**src/rtl/esc_codec_pkg.sv**
```systemverilog
package esc_codec_pkg;

  // Receive-side sequencing: passing bytes, holding a lead byte, flushing the
  // tail byte of a broken pair.
  typedef enum logic [1:0] {
    DEC_PASS  = 2'd0,
    DEC_LEAD  = 2'd1,
    DEC_FLUSH = 2'd2
  } dec_state_e;

endpackage

```
**src/rtl/esc_spec_match.sv**
```systemverilog
// Looks up one byte against the reserved-byte table; lowest enabled index wins.
module esc_spec_match #(
  parameter int unsigned DATA_W    = 8,
  parameter int unsigned NUM_RULES = 4,
  localparam int unsigned TBL_W    = DATA_W * NUM_RULES
) (
  input  logic [DATA_W-1:0]    byte_i,
  input  logic [TBL_W-1:0]     char_tbl_i,
  input  logic [TBL_W-1:0]     lead_tbl_i,
  input  logic [TBL_W-1:0]     tail_tbl_i,
  input  logic [NUM_RULES-1:0] en_i,
  output logic                 hit_o,
  output logic [DATA_W-1:0]    lead_o,
  output logic [DATA_W-1:0]    tail_o
);

  function automatic logic [DATA_W-1:0] slot(input logic [TBL_W-1:0] tbl, input int unsigned k);
    return tbl[k*DATA_W +: DATA_W];
  endfunction

  logic [NUM_RULES-1:0] cand;

  for (genvar g = 0; g < NUM_RULES; g++) begin : g_cmp
    assign cand[g] = en_i[g] && (slot(char_tbl_i, g) == byte_i);
  end

  always_comb begin
    hit_o  = |cand;
    lead_o = '0;
    tail_o = '0;
    for (int k = NUM_RULES - 1; k >= 0; k--) begin
      if (cand[k]) begin
        lead_o = slot(lead_tbl_i, k);
        tail_o = slot(tail_tbl_i, k);
      end
    end
  end

endmodule

```
**src/rtl/esc_pair_match.sv**
```systemverilog
// Receive lookups: is a byte any enabled lead, and does (held, byte) form an
// enabled pair (lowest index wins).
module esc_pair_match #(
  parameter int unsigned DATA_W    = 8,
  parameter int unsigned NUM_RULES = 4,
  localparam int unsigned TBL_W    = DATA_W * NUM_RULES
) (
  input  logic [DATA_W-1:0]    cand_i,
  input  logic [DATA_W-1:0]    held_i,
  input  logic [TBL_W-1:0]     char_tbl_i,
  input  logic [TBL_W-1:0]     lead_tbl_i,
  input  logic [TBL_W-1:0]     tail_tbl_i,
  input  logic [NUM_RULES-1:0] en_i,
  output logic                 lead_hit_o,
  output logic                 pair_hit_o,
  output logic [DATA_W-1:0]    orig_o
);

  function automatic logic [DATA_W-1:0] slot(input logic [TBL_W-1:0] tbl, input int unsigned k);
    return tbl[k*DATA_W +: DATA_W];
  endfunction

  logic [NUM_RULES-1:0] lead_vec;
  logic [NUM_RULES-1:0] pair_vec;

  for (genvar g = 0; g < NUM_RULES; g++) begin : g_cmp
    assign lead_vec[g] = en_i[g] && (slot(lead_tbl_i, g) == cand_i);
    assign pair_vec[g] = en_i[g] && (slot(lead_tbl_i, g) == held_i) &&
                         (slot(tail_tbl_i, g) == cand_i);
  end

  always_comb begin
    lead_hit_o = |lead_vec;
    pair_hit_o = |pair_vec;
    orig_o     = '0;
    for (int k = NUM_RULES - 1; k >= 0; k--) begin
      if (pair_vec[k]) orig_o = slot(char_tbl_i, k);
    end
  end

endmodule

```
**src/rtl/esc_encoder.sv**
```systemverilog
// Transmit direction: a matched byte leaves as lead then tail; input stalls
// while the tail byte is pending.
module esc_encoder #(
  parameter int unsigned DATA_W    = 8,
  parameter int unsigned NUM_RULES = 4,
  localparam int unsigned TBL_W    = DATA_W * NUM_RULES
) (
  input  logic                 clk,
  input  logic                 rst_n,
  input  logic [TBL_W-1:0]     char_tbl_i,
  input  logic [TBL_W-1:0]     lead_tbl_i,
  input  logic [TBL_W-1:0]     tail_tbl_i,
  input  logic [NUM_RULES-1:0] en_i,
  input  logic                 in_valid_i,
  input  logic [DATA_W-1:0]    in_data_i,
  output logic                 in_ready_o,
  output logic                 out_valid_o,
  output logic [DATA_W-1:0]    out_data_o,
  input  logic                 out_ready_i,
  output logic                 pend_o,
  output logic                 hit_o
);

  logic              pend_q;
  logic [DATA_W-1:0] tail_q;
  logic              hit;
  logic [DATA_W-1:0] lead_b;
  logic [DATA_W-1:0] tail_b;

  esc_spec_match #(.DATA_W(DATA_W), .NUM_RULES(NUM_RULES)) u_match (
    .byte_i    (in_data_i),
    .char_tbl_i(char_tbl_i),
    .lead_tbl_i(lead_tbl_i),
    .tail_tbl_i(tail_tbl_i),
    .en_i      (en_i),
    .hit_o     (hit),
    .lead_o    (lead_b),
    .tail_o    (tail_b)
  );

  always_comb begin
    if (pend_q) begin
      out_valid_o = 1'b1;
      out_data_o  = tail_q;
      in_ready_o  = 1'b0;
    end else begin
      out_valid_o = in_valid_i;
      out_data_o  = hit ? lead_b : in_data_i;
      in_ready_o  = out_ready_i;
    end
  end

  always_ff @(posedge clk) begin
    if (!rst_n) begin
      pend_q <= 1'b0;
      tail_q <= '0;
    end else if (pend_q) begin
      if (out_ready_i) pend_q <= 1'b0;
    end else if (in_valid_i && out_ready_i && hit) begin
      pend_q <= 1'b1;
      tail_q <= tail_b;
    end
  end

  assign pend_o = pend_q;
  assign hit_o  = hit;

endmodule

```
**src/rtl/esc_decoder.sv**
```systemverilog
// Receive direction: collapses enabled pairs, flushes broken ones verbatim.
module esc_decoder
  import esc_codec_pkg::*;
#(
  parameter int unsigned DATA_W    = 8,
  parameter int unsigned NUM_RULES = 4,
  localparam int unsigned TBL_W    = DATA_W * NUM_RULES
) (
  input  logic                 clk,
  input  logic                 rst_n,
  input  logic [TBL_W-1:0]     char_tbl_i,
  input  logic [TBL_W-1:0]     lead_tbl_i,
  input  logic [TBL_W-1:0]     tail_tbl_i,
  input  logic [NUM_RULES-1:0] en_i,
  input  logic                 in_valid_i,
  input  logic [DATA_W-1:0]    in_data_i,
  output logic                 in_ready_o,
  output logic                 out_valid_o,
  output logic [DATA_W-1:0]    out_data_o,
  input  logic                 out_ready_i,
  output logic                 err_o,
  output logic                 collapse_o,
  output logic                 flush_o
);

  dec_state_e        st_q, st_d;
  logic [DATA_W-1:0] held_q;
  logic [DATA_W-1:0] tail_q;
  logic              err_q;
  logic              lead_hit;
  logic              pair_hit;
  logic [DATA_W-1:0] orig;
  logic              take_lead;
  logic              broken;

  esc_pair_match #(.DATA_W(DATA_W), .NUM_RULES(NUM_RULES)) u_pair (
    .cand_i    (in_data_i),
    .held_i    (held_q),
    .char_tbl_i(char_tbl_i),
    .lead_tbl_i(lead_tbl_i),
    .tail_tbl_i(tail_tbl_i),
    .en_i      (en_i),
    .lead_hit_o(lead_hit),
    .pair_hit_o(pair_hit),
    .orig_o    (orig)
  );

  assign take_lead = (st_q == DEC_PASS) && in_valid_i && lead_hit;
  assign broken    = (st_q == DEC_LEAD) && in_valid_i && out_ready_i && !pair_hit;

  always_comb begin
    st_d        = st_q;
    out_valid_o = 1'b0;
    out_data_o  = in_data_i;
    in_ready_o  = 1'b0;
    unique case (st_q)
      DEC_PASS: begin
        if (lead_hit) begin
          in_ready_o = 1'b1;
          if (in_valid_i) st_d = DEC_LEAD;
        end else begin
          out_valid_o = in_valid_i;
          in_ready_o  = out_ready_i;
        end
      end
      DEC_LEAD: begin
        out_valid_o = in_valid_i;
        out_data_o  = pair_hit ? orig : held_q;
        in_ready_o  = out_ready_i;
        if (in_valid_i && out_ready_i) st_d = pair_hit ? DEC_PASS : DEC_FLUSH;
      end
      DEC_FLUSH: begin
        out_valid_o = 1'b1;
        out_data_o  = tail_q;
        if (out_ready_i) st_d = DEC_PASS;
      end
      default: st_d = DEC_PASS;
    endcase
  end

  always_ff @(posedge clk) begin
    if (!rst_n) begin
      st_q   <= DEC_PASS;
      held_q <= '0;
      tail_q <= '0;
      err_q  <= 1'b0;
    end else begin
      st_q  <= st_d;
      err_q <= broken;
      if (take_lead) held_q <= in_data_i;
      if (broken)    tail_q <= in_data_i;
    end
  end

  assign err_o      = err_q;
  assign collapse_o = (st_q == DEC_LEAD) && in_valid_i && pair_hit;
  assign flush_o    = (st_q == DEC_FLUSH);

endmodule

```
**src/rtl/esc_codec.sv**
```systemverilog
module esc_codec #(
  parameter int unsigned DATA_W    = 8,
  parameter int unsigned NUM_RULES = 4,
  localparam int unsigned TBL_W    = DATA_W * NUM_RULES
) (
  input  logic                 clk,
  input  logic                 rst_n,
  input  logic [TBL_W-1:0]     cfg_char_i,
  input  logic [TBL_W-1:0]     cfg_lead_i,
  input  logic [TBL_W-1:0]     cfg_tail_i,
  input  logic [NUM_RULES-1:0] tx_en_i,
  input  logic [NUM_RULES-1:0] rx_en_i,
  input  logic                 tx_in_valid_i,
  input  logic [DATA_W-1:0]    tx_in_data_i,
  output logic                 tx_in_ready_o,
  output logic                 tx_out_valid_o,
  output logic [DATA_W-1:0]    tx_out_data_o,
  input  logic                 tx_out_ready_i,
  input  logic                 rx_in_valid_i,
  input  logic [DATA_W-1:0]    rx_in_data_i,
  output logic                 rx_in_ready_o,
  output logic                 rx_out_valid_o,
  output logic [DATA_W-1:0]    rx_out_data_o,
  input  logic                 rx_out_ready_i,
  output logic                 rx_err_o
);

  // Internal events brought out for the checker.
  logic enc_pend;
  logic enc_hit;
  logic dec_collapse;
  logic dec_flush;

  esc_encoder #(.DATA_W(DATA_W), .NUM_RULES(NUM_RULES)) u_enc (
    .clk        (clk),
    .rst_n      (rst_n),
    .char_tbl_i (cfg_char_i),
    .lead_tbl_i (cfg_lead_i),
    .tail_tbl_i (cfg_tail_i),
    .en_i       (tx_en_i),
    .in_valid_i (tx_in_valid_i),
    .in_data_i  (tx_in_data_i),
    .in_ready_o (tx_in_ready_o),
    .out_valid_o(tx_out_valid_o),
    .out_data_o (tx_out_data_o),
    .out_ready_i(tx_out_ready_i),
    .pend_o     (enc_pend),
    .hit_o      (enc_hit)
  );

  esc_decoder #(.DATA_W(DATA_W), .NUM_RULES(NUM_RULES)) u_dec (
    .clk        (clk),
    .rst_n      (rst_n),
    .char_tbl_i (cfg_char_i),
    .lead_tbl_i (cfg_lead_i),
    .tail_tbl_i (cfg_tail_i),
    .en_i       (rx_en_i),
    .in_valid_i (rx_in_valid_i),
    .in_data_i  (rx_in_data_i),
    .in_ready_o (rx_in_ready_o),
    .out_valid_o(rx_out_valid_o),
    .out_data_o (rx_out_data_o),
    .out_ready_i(rx_out_ready_i),
    .err_o      (rx_err_o),
    .collapse_o (dec_collapse),
    .flush_o    (dec_flush)
  );

endmodule

```
**config.mk**
```make
export PLATFORM = sky130hd
export DESIGN_NAME = esc_codec
export DESIGN_NICKNAME = d
export VERILOG_FILES = /design/src/rtl/esc_codec_pkg.sv /design/src/rtl/esc_spec_match.sv /design/src/rtl/esc_pair_match.sv /design/src/rtl/esc_encoder.sv /design/src/rtl/esc_decoder.sv /design/src/rtl/esc_codec.sv
export SDC_FILE = /design/constraint.sdc
export NUM_CORES = 1
export LEC_CHECK = 0
export BUFFER_PORTS_ARGS = -buffer_cell sky130_fd_sc_hd__buf_2
export CAP_MARGIN = 15
export CORE_UTILIZATION = 52
export CTS_CLUSTER_DIAMETER = 200
export DETAILED_ROUTE_END_ITERATION = 8
export PLACE_DENSITY = 0.83
export SLEW_MARGIN = 10
export SYNTH_ARGS = -nofsm -noshare
export SYNTH_HDL_FRONTEND = slang
export SYNTH_HIERARCHICAL = 1
export SYNTH_SLANG_ARGS = --single-unit
```
**constraint.sdc**
```tcl
create_clock -name clk -period 3.6 [get_ports clk]
set_clock_uncertainty 0.05 [all_clocks]
set_input_delay 0.36 -clock clk [delete_from_list [all_inputs] [get_ports clk]]
set_output_delay 0.36 -clock clk [all_outputs]
set_load 0.05 [all_outputs]
```
## Yosys cells after proc, flatten, opt, wreduce, memory -nomap -nowiden

Cells that the tools add are included.

| cells by class | value |
|---|---|
| bitwise operators | 1 |
| muxes and demuxes | 31 |
| reduce and logical (&&, ||, !) cells | 31 |
| equality and inequality tests | 22 |

Operators with widths:

| kind | number |
|---|---|
| == test 8 bit | 16 |
| 2-to-1 mux 8 bit | 15 |
| logical AND 1 bit | 24 |
| case mux 8 bit (2 select lines) | 1 |
| OR reduction 4 bit | 3 |
| 2-to-1 mux 2 bit | 5 |
| 2-to-1 mux 1 bit | 7 |
| case mux 2 bit (3 select lines) | 1 |
| != test 2 x 1 -> 1 bit (second input constant) | 2 |
| != test 2 bit (second input constant) | 2 |
| AND reduction 4 bit | 1 |
| case mux 1 bit (3 select lines) | 1 |
| == test 2 x 1 -> 1 bit (second input constant) | 1 |
| == test 2 bit (second input constant) | 1 |
| logical NOT 2 bit | 1 |
| case mux 1 bit (2 select lines) | 1 |
| AND reduction 2 bit | 1 |
| logical NOT 1 bit | 1 |
| NOT 1 bit | 1 |

| storage, ports and cells | value |
|---|---|
| input port bits | 126 |
| output and inout port bits | 21 |
| logic and storage cells | 91 |
| register bits after elaboration | 28 |

## Longest topological paths before layout

Gate-level depths: netlist of run 1.

| logic depth | value |
|---|---|
| word-level depth | 9 |
| depth in mapped cells | 12 |
| mapped depth without buffers | 9 |

## By module

The synthesis of run 1 kept the hierarchy.

Modules (own cells, without submodules):

| module | area each (um^2) | times used | seq. area each (um^2) | cells an instance |
|---|---|---|---|---|
| esc_pair_match | 1447.6 | 1 | 0.0 | 190 |
| esc_decoder | 1114.8 | 1 | 380.4 | 129 |
| esc_spec_match | 1082.3 | 1 | 0.0 | 147 |
| esc_encoder | 548.0 | 1 | 180.2 | 68 |

## Worst setup path before layout of run 1

Ideal clock, no wire load.

| path | value |
|---|---|
| path kind | input to output |
| from | input rx_in_data_i[7] |
| to | output rx_out_data_o[3] |
| buffers on the path | 2 |
| cell stages on the path | 11 |
| arrival | 2.842 ns |
| data required time | 3.190 ns |
| slack | 0.348 ns |
| cell sequence | buf_6 > xor2_1 > nor4_1 > nand4_1 > nor4_4 > nor2_1 > nand2_1 > buf_2 > mux2_2 > a22oi_1 > a21oi_1 |

RTL lines:

| item | line | text |
|---|---|---|
| start, declared | esc_codec.sv:20 | `input logic [DATA_W-1:0] rx_in_data_i,` |
| == test 8 bit | esc_pair_match.sv:29 | `(slot(tail_tbl_i, g) == cand_i);` |
| logical AND 1 bit | esc_pair_match.sv:28 | `assign pair_vec[g] = en_i[g] && (slot(lead_tbl_i, g) == held_i) &&` |
| OR reduction 4 bit * | esc_pair_match.sv:34 | `pair_hit_o = \|pair_vec;` |
| named net u_dec.pair_hit | esc_decoder.sv:31 | `logic pair_hit;` |
| 2-to-1 mux 8 bit * | esc_decoder.sv:68 | `out_data_o = pair_hit ? orig : held_q;` |
| case mux 8 bit (2 select lines) * | esc_decoder.sv:56 | `unique case (st_q)` |
| end, declared | esc_codec.sv:23 | `output logic [DATA_W-1:0] rx_out_data_o,` |

Mark *: on every way through the listed nets, which the timed path passes. The rest lies on a longest branch.

## Final worst setup path of run 1

| path | value |
|---|---|
| from | register u_dec.held_q[2] |
| to | output rx_out_data_o[2] |

| on the way | value |
|---|---|
| cells in the longest elaborated chain, start to end | 9 |

RTL lines:

| item | line | text |
|---|---|---|
| start, declared | esc_decoder.sv:27 | `logic [DATA_W-1:0] held_q;` |
| start signal, assigned | esc_decoder.sv:90 | `if (take_lead) held_q <= in_data_i;` |
| == test 8 bit | esc_pair_match.sv:28 |  |
| logical AND 1 bit (2 in series) | esc_pair_match.sv:28 |  |
| 2-to-1 mux 8 bit (3 in series) | esc_pair_match.sv:37 | `if (pair_vec[k]) orig_o = slot(char_tbl_i, k);` |
| 2-to-1 mux 8 bit * | esc_pair_match.sv:37 |  |
| named net u_dec.orig[2] | esc_decoder.sv:32 | `logic [DATA_W-1:0] orig;` |
| 2-to-1 mux 8 bit * | esc_decoder.sv:68 |  |
| case mux 8 bit (2 select lines) * | esc_decoder.sv:56 |  |

Marked as above.

==> results.json, run 1 <==
{
  "intPower_w": 0.000619,
  "die_h_microns": 91.7,
  "cts_root_buf": "clkbuf_8",
  "yosysWarnings": 6,
  "drive_above_1_share_pct": 32.1,
  "critPathBufInv": 2,
  "design_area_sq_mm": 0.00509,
  "setup.worst_path.start_class": "flop",
  "crit_type": "reg2out",
  "finalHoldViolations": 0,
  "diodes": 0,
  "die_w_microns": 91.7,
  "avgSynthCellArea_sq_um": 7.85,
  "coreArea_sq_mm": 0.00777,
  "synth_cells": 533,
  "critPathRequiredTime_ps": 3190,
  "slew_violations": 0,
  "worstPathArrival_ps": 3090,
  "remaining_drc_errors": 0,
  "pin_count": 147,
  "antenna_found_initial": 0,
  "outcome": "completed",
  "hold_slack_ps": 354,
  "clock-sinks": 28,
  "powerDensity_mw_per_mm2": 195,
  "p_clk_share_pct": 26.7,
  "cp_top_family": "multiplexers",
  "num_rows": 32,
  "routed-via-count": 4792,
  "path_cells": "xnor2_1, nand4_1, nor4_2, buf_4, mux2i_2, o221ai_1, mux2_2, a22oi_1, a21oi_1, buf_2",
  "rsz0062_at_grt": "no",
  "slew_headroom_pct": 55.2,
  "layoutNonFillerInstCount": 772,
  "final_common_cell": "buf_2",
  "path_clk_slew_ps": 120,
  "final_antenna_net_count": 0,
  "power.switching_w": 0.000373,
  "grt_start_max_net_pins": 38,
  "finalSetupViolations": 0,
  "postCtsSetupBuffers": 0,
  "wirelength_microns": 16800,
  "end_kind": "primary output",
  "fin_crit_sh_pct": 97.1,
  "htreeDepth": 1,
  "syn-num-nets": 664,
  "drtPass1Iterations": 6,
  "port_buffers": 146,
  "leakage_nw": 2.04,
  "grt_pass1_wl_microns": 25200,
  "start_util_pct": 53.9,
  "area_growth_pct": 21.6,
  "fin_nets": 802,
  "p_comb_share_pct": 41.9,
  "pwr-share-seq_pct": 31.4,
  "die_area_sq_mm": 0.00841,
  "dp_hpwl_microns": 13800,
  "placed_area_sq_mm": 0.00500,
  "fmax_mhz": 286,
  "peakVddDrop_mv": 0.161,
  "clk_latency_ps": 290,
  "cp_max_fo": 9,
  "worstMarginPinSlew_ps": 672,
  "hp-class": "in2reg",
  "period_minus_slack_ps": 3500,
  "swShare_pct": 37.6,
  "postLayoutCoreUtil_pct": 65.5,
  "track_usage_pct": 39.6,
  "grt_pass1_vias": 4515,
  "detail_route.iter0.violations": 505,
  "cts_buffer_depth": 2,
  "cts_tree": "done",
  "via_per_inst": 6.21,
  "overflow": 0,
  "most-common-layout-cells": "buf_2 (146), xnor2_1 (64), xor2_1 (64)",
  "cts_made_buffers": 3,
  "syn_area_sq_mm": 0.00419,
  "placedCellCount": 768,
  "cpPeakStageDelay_ps": 610,
  "wl_per_cell_microns": 21.8,
  "globalplace.congestion": 1.04,
  "fin_setup_tns_ps": 0,
  "drv_cap": 0,
  "cpMaxStageDelayCell": "dfxtp_1"
}
## state kept, by name, summed over array words and instances, names as in the netlist
signal and count:
u_dec/err_o 1, u_dec/held_q 8, u_dec/st_q 2, u_dec/tail_q 8, u_enc/pend_o 1, u_enc/tail_q 8
## worst min-delay path, stage by stage
cell and delay (ps):
buf_2 100, nor2b_1 50, o21a_1 150
## through the flow
stage / power [W] / setup WS (ps)
6_report: 0.000992 / 103
5_1_grt: 0.00102 / 3.57
4_1_cts: 0.000984 / 121
3_5_place_dp: 0.000722 / 283
3_3_place_gp: 0.000721 / 332
2_1_floorplan: 0.000538 / 348
## timing repair
item | in CTS | in global routing
endpoints found under the setup margin | 0 | 8
gates resized for setup | 0 | 7
hold buffers | 0 | 0
## path summary, 6_finish.rpt
kind,from,to,slack (ps),cells past startpoint
hold reg to reg,u_enc/tail_q[1],u_enc/tail_q[1],420,2
hold / removal,tx_out_ready_i,u_enc/pend_o,350,3
setup reg to reg,u_dec/held_q[2],u_dec/tail_q[6],930,9
setup / recovery,u_dec/held_q[2],rx_out_data_o[2],100,10
## area by class of cell
type / instances / area, sq um
Clock buffer: 3 / 41.3
Multi-Input combinational cell: 462 / 3390
Tap cell: 102 / 128
Inverter: 4 / 15.0
Sequential cell: 28 / 566
Clock inverter: 1 / 30.0
Fill cell: 715 / 2680
Timing Repair Buffer: 172 / 926
## routing by layer
metal / vias to the layer above / track usage [%] / part of all wire (%)
met4: 0 / 13.9 / 3.2
li1: 2184 / - / -
met1: 2245 / 53.0 / 41
met5: - / 0 / 0
met2: 324 / 62.0 / 44
met3: 39 / 9.29 / 11
## power groups by stage
stage / Clock (W) / Sequential, W / Combinational [W]
2_1_floorplan: 0 / 0.000318 / 0.000220
3_5_place_dp: 0 / 0.000319 / 0.000403
4_1_cts: 0.000267 / 0.000312 / 0.000405
3_3_place_gp: 0 / 0.000319 / 0.000402
6_report: 0.000264 / 0.000312 / 0.000416
5_1_grt: 0.000271 / 0.000312 / 0.000438
Power figures use the tool's default switching activity.
==> run 2, diff against run 1 <==
- GPL_TIMING_DRIVEN: not set -> 0
==> results.json, run 2 (synthesized netlist as in run 1, its figures left out) <==
{
  "p_comb_share_pct": 45.2,
  "power.switching_w": 0.000351,
  "slew_headroom_pct": 51.0,
  "detail_route.iter0.violations": 473,
  "power_w": 0.000894,
  "design_area_sq_mm": 0.00516,
  "antenna_found_initial": 0,
  "pin_count": 147,
  "via_per_inst": 6.17,
  "period_minus_slack_ps": 3500,
  "fin_crit_sh_pct": 97.1,
  "met3_length_microns": 1680,
  "cts_tree": "done",
  "overflow": 0,
  "peakVddDrop_mv": 0.172,
  "area_growth_pct": 23.2,
  "grt_pass1_vias": 4503,
  "outcome": "completed",
  "critPathRequiredTime_ps": 3190,
  "num_rows": 32,
  "grt_start_max_net_pins": 15,
  "top_layer": "met4",
  "dr_wl_met2_microns": 7060,
  "hp-class": "in2reg",
  "slew_violations": 0,
  "die_h_microns": 91.7,
  "most-common-layout-cells": "buf_2 (155), xnor2_1 (64), xor2_1 (64)",
  "placed_area_sq_mm": 0.00504,
  "htreeDepth": 1,
  "end_kind": "primary output",
  "final_antenna_net_count": 0,
  "holdBufCountCts": 0,
  "worstMarginPinSlew_ps": 732,
  "cts_root_buf": "clkbuf_8",
  "wirelength_microns": 15500,
  "rsz0062_at_grt": "no",
  "drive_above_1_share_pct": 31.8,
  "m1WireLength_microns": 5990,
  "intPower_w": 0.000544,
  "drtPass1Iterations": 7,
  "cts_buffer_depth": 2,
  "grt_pass1_wl_microns": 23400,
  "die_w_microns": 91.7,
  "track_usage_pct": 35.9,
  "cts_made_buffers": 3,
  "swShare_pct": 39.2,
  "pre_cts_ws_ps": -117,
  "powerDensity_mw_per_mm2": 173,
  "worstPathArrival_ps": 3090,
  "placedCellCount": 780,
  "port_buffers": 145,
  "final_common_cell": "buf_2",
  "path_clk_slew_ps": 100,
  "cpPeakStageDelay_ps": 380,
  "finalHoldViolations": 0,
  "die_area_sq_mm": 0.00841,
  "cpMaxStageDelayCell": "nor3_1",
  "leakage_nw": 2.08,
  "fmax_mhz": 286,
  "finalSetupViolations": 0,
  "fin_nets": 816,
  "cp_top_family": "simple AND/OR/NAND/NOR gates",
  "fin_ws_ps": 103,
  "path_cells": "buf_2, buf_2, xor2_1, nor3_1, nand4_1, nor2_4, or2_1, buf_2, o221ai_1, mux2_2, a22oi_1, a21oi_1, buf_2",
  "globalplace.congestion": 1.05,
  "clk_latency_ps": 280,
  "layoutNonFillerInstCount": 785,
  "start_util_pct": 53.9,
  "drv_cap": 0,
  "routed-via-count": 4844,
  "critPathBufInv": 4,
  "wl_per_cell_microns": 19.7,
  "pwr-share-seq_pct": 34.8,
  "p_clk_share_pct": 20.0,
  "reg_top3": "u_dec/held_q: 8 flops, u_dec/tail_q: 8 flops, u_enc/tail_q: 8 flops",
  "clock-sinks": 28,
  "diodes": 0,
  "cpMostUsedCell": "buf_2",
  "crit_type": "in2out",
  "dp_hpwl_microns": 12500,
  "remaining_drc_errors": 0,
  "coreArea_sq_mm": 0.00777,
  "cp_max_fo": 9,
  "setup.worst_path.start_class": "input pin"
}
run 2: cell types whose count changed in the layout (fill, tap and decap cells not counted), moves of 2 or more:
cell      before  now
clkbuf_1       0    9
nor4_2         3    1
buf_4         26   10
buf_6          0    7
buf_2        146  155
nor4_4         2    4
buf_1          0    2
run 2: worst paths after layout:
check | slack (ps) | cells after the start | endpoint | startpoint
worst max register to register | 1030 | 10 | u_dec/tail_q[1] | u_dec/held_q[4]
worst min-delay path | 300 | 3 | u_dec/tail_q[3] | rx_in_data_i[3]
worst min register to register | 410 | 2 | u_dec/tail_q[7] | u_dec/tail_q[7]
worst max-delay path | 100 | 13 | rx_out_data_o[2] | rx_in_data_i[3]
run 2: power by group through the flow:
stage               registers, W  clock network [W]  logic (W)
finish                  0.000311           0.000179   0.000405
global route            0.000312           0.000194   0.000427
CTS                     0.000311           0.000181   0.000393
detailed placement      0.000319                  0   0.000389
global placement        0.000318                  0   0.000383
floorplan               0.000318                  0   0.000220
run 2: routing by layer:
metal  up-vias  track usage (%)
met5         -                0
met2       362             59.3
met4         0             15.9
met1      2208             45.8
met3        72             6.14
li1       2202                -
run 2: final cells by class:
cell class                 count  area (sq um)
clock buffer                   3          41.3
sequential                    28           566
multi-input combinational    462          3410
timing repair buffer         148           758
inverter                       4          15.0
fill                         697          2610
tap                          102           128
buffer                        38           240
run 2: timing repair:
action                                  CTS  global route
pin swaps                                 1             5
cloned                                    0             1
buffers inserted                          1             1
gates resized for setup                   4            19
endpoints found under the setup margin    8             8
endpoints found under the hold margin     0             0
run 2: tightest hold or removal path, stage by stage:
cell	delay, ps
buf_2	120
nand2_1	60
a21boi_1	50
run 2: per-stage QoR:
stage               hold slack [ps]  util, %  setup TNS (ps)
finish                          299     66.4               0
global route                    305     66.4               0
CTS                             299     65.7               0
detailed placement              399     64.9            -724
global placement                391     64.9            -239
floorplan                       385        -               0
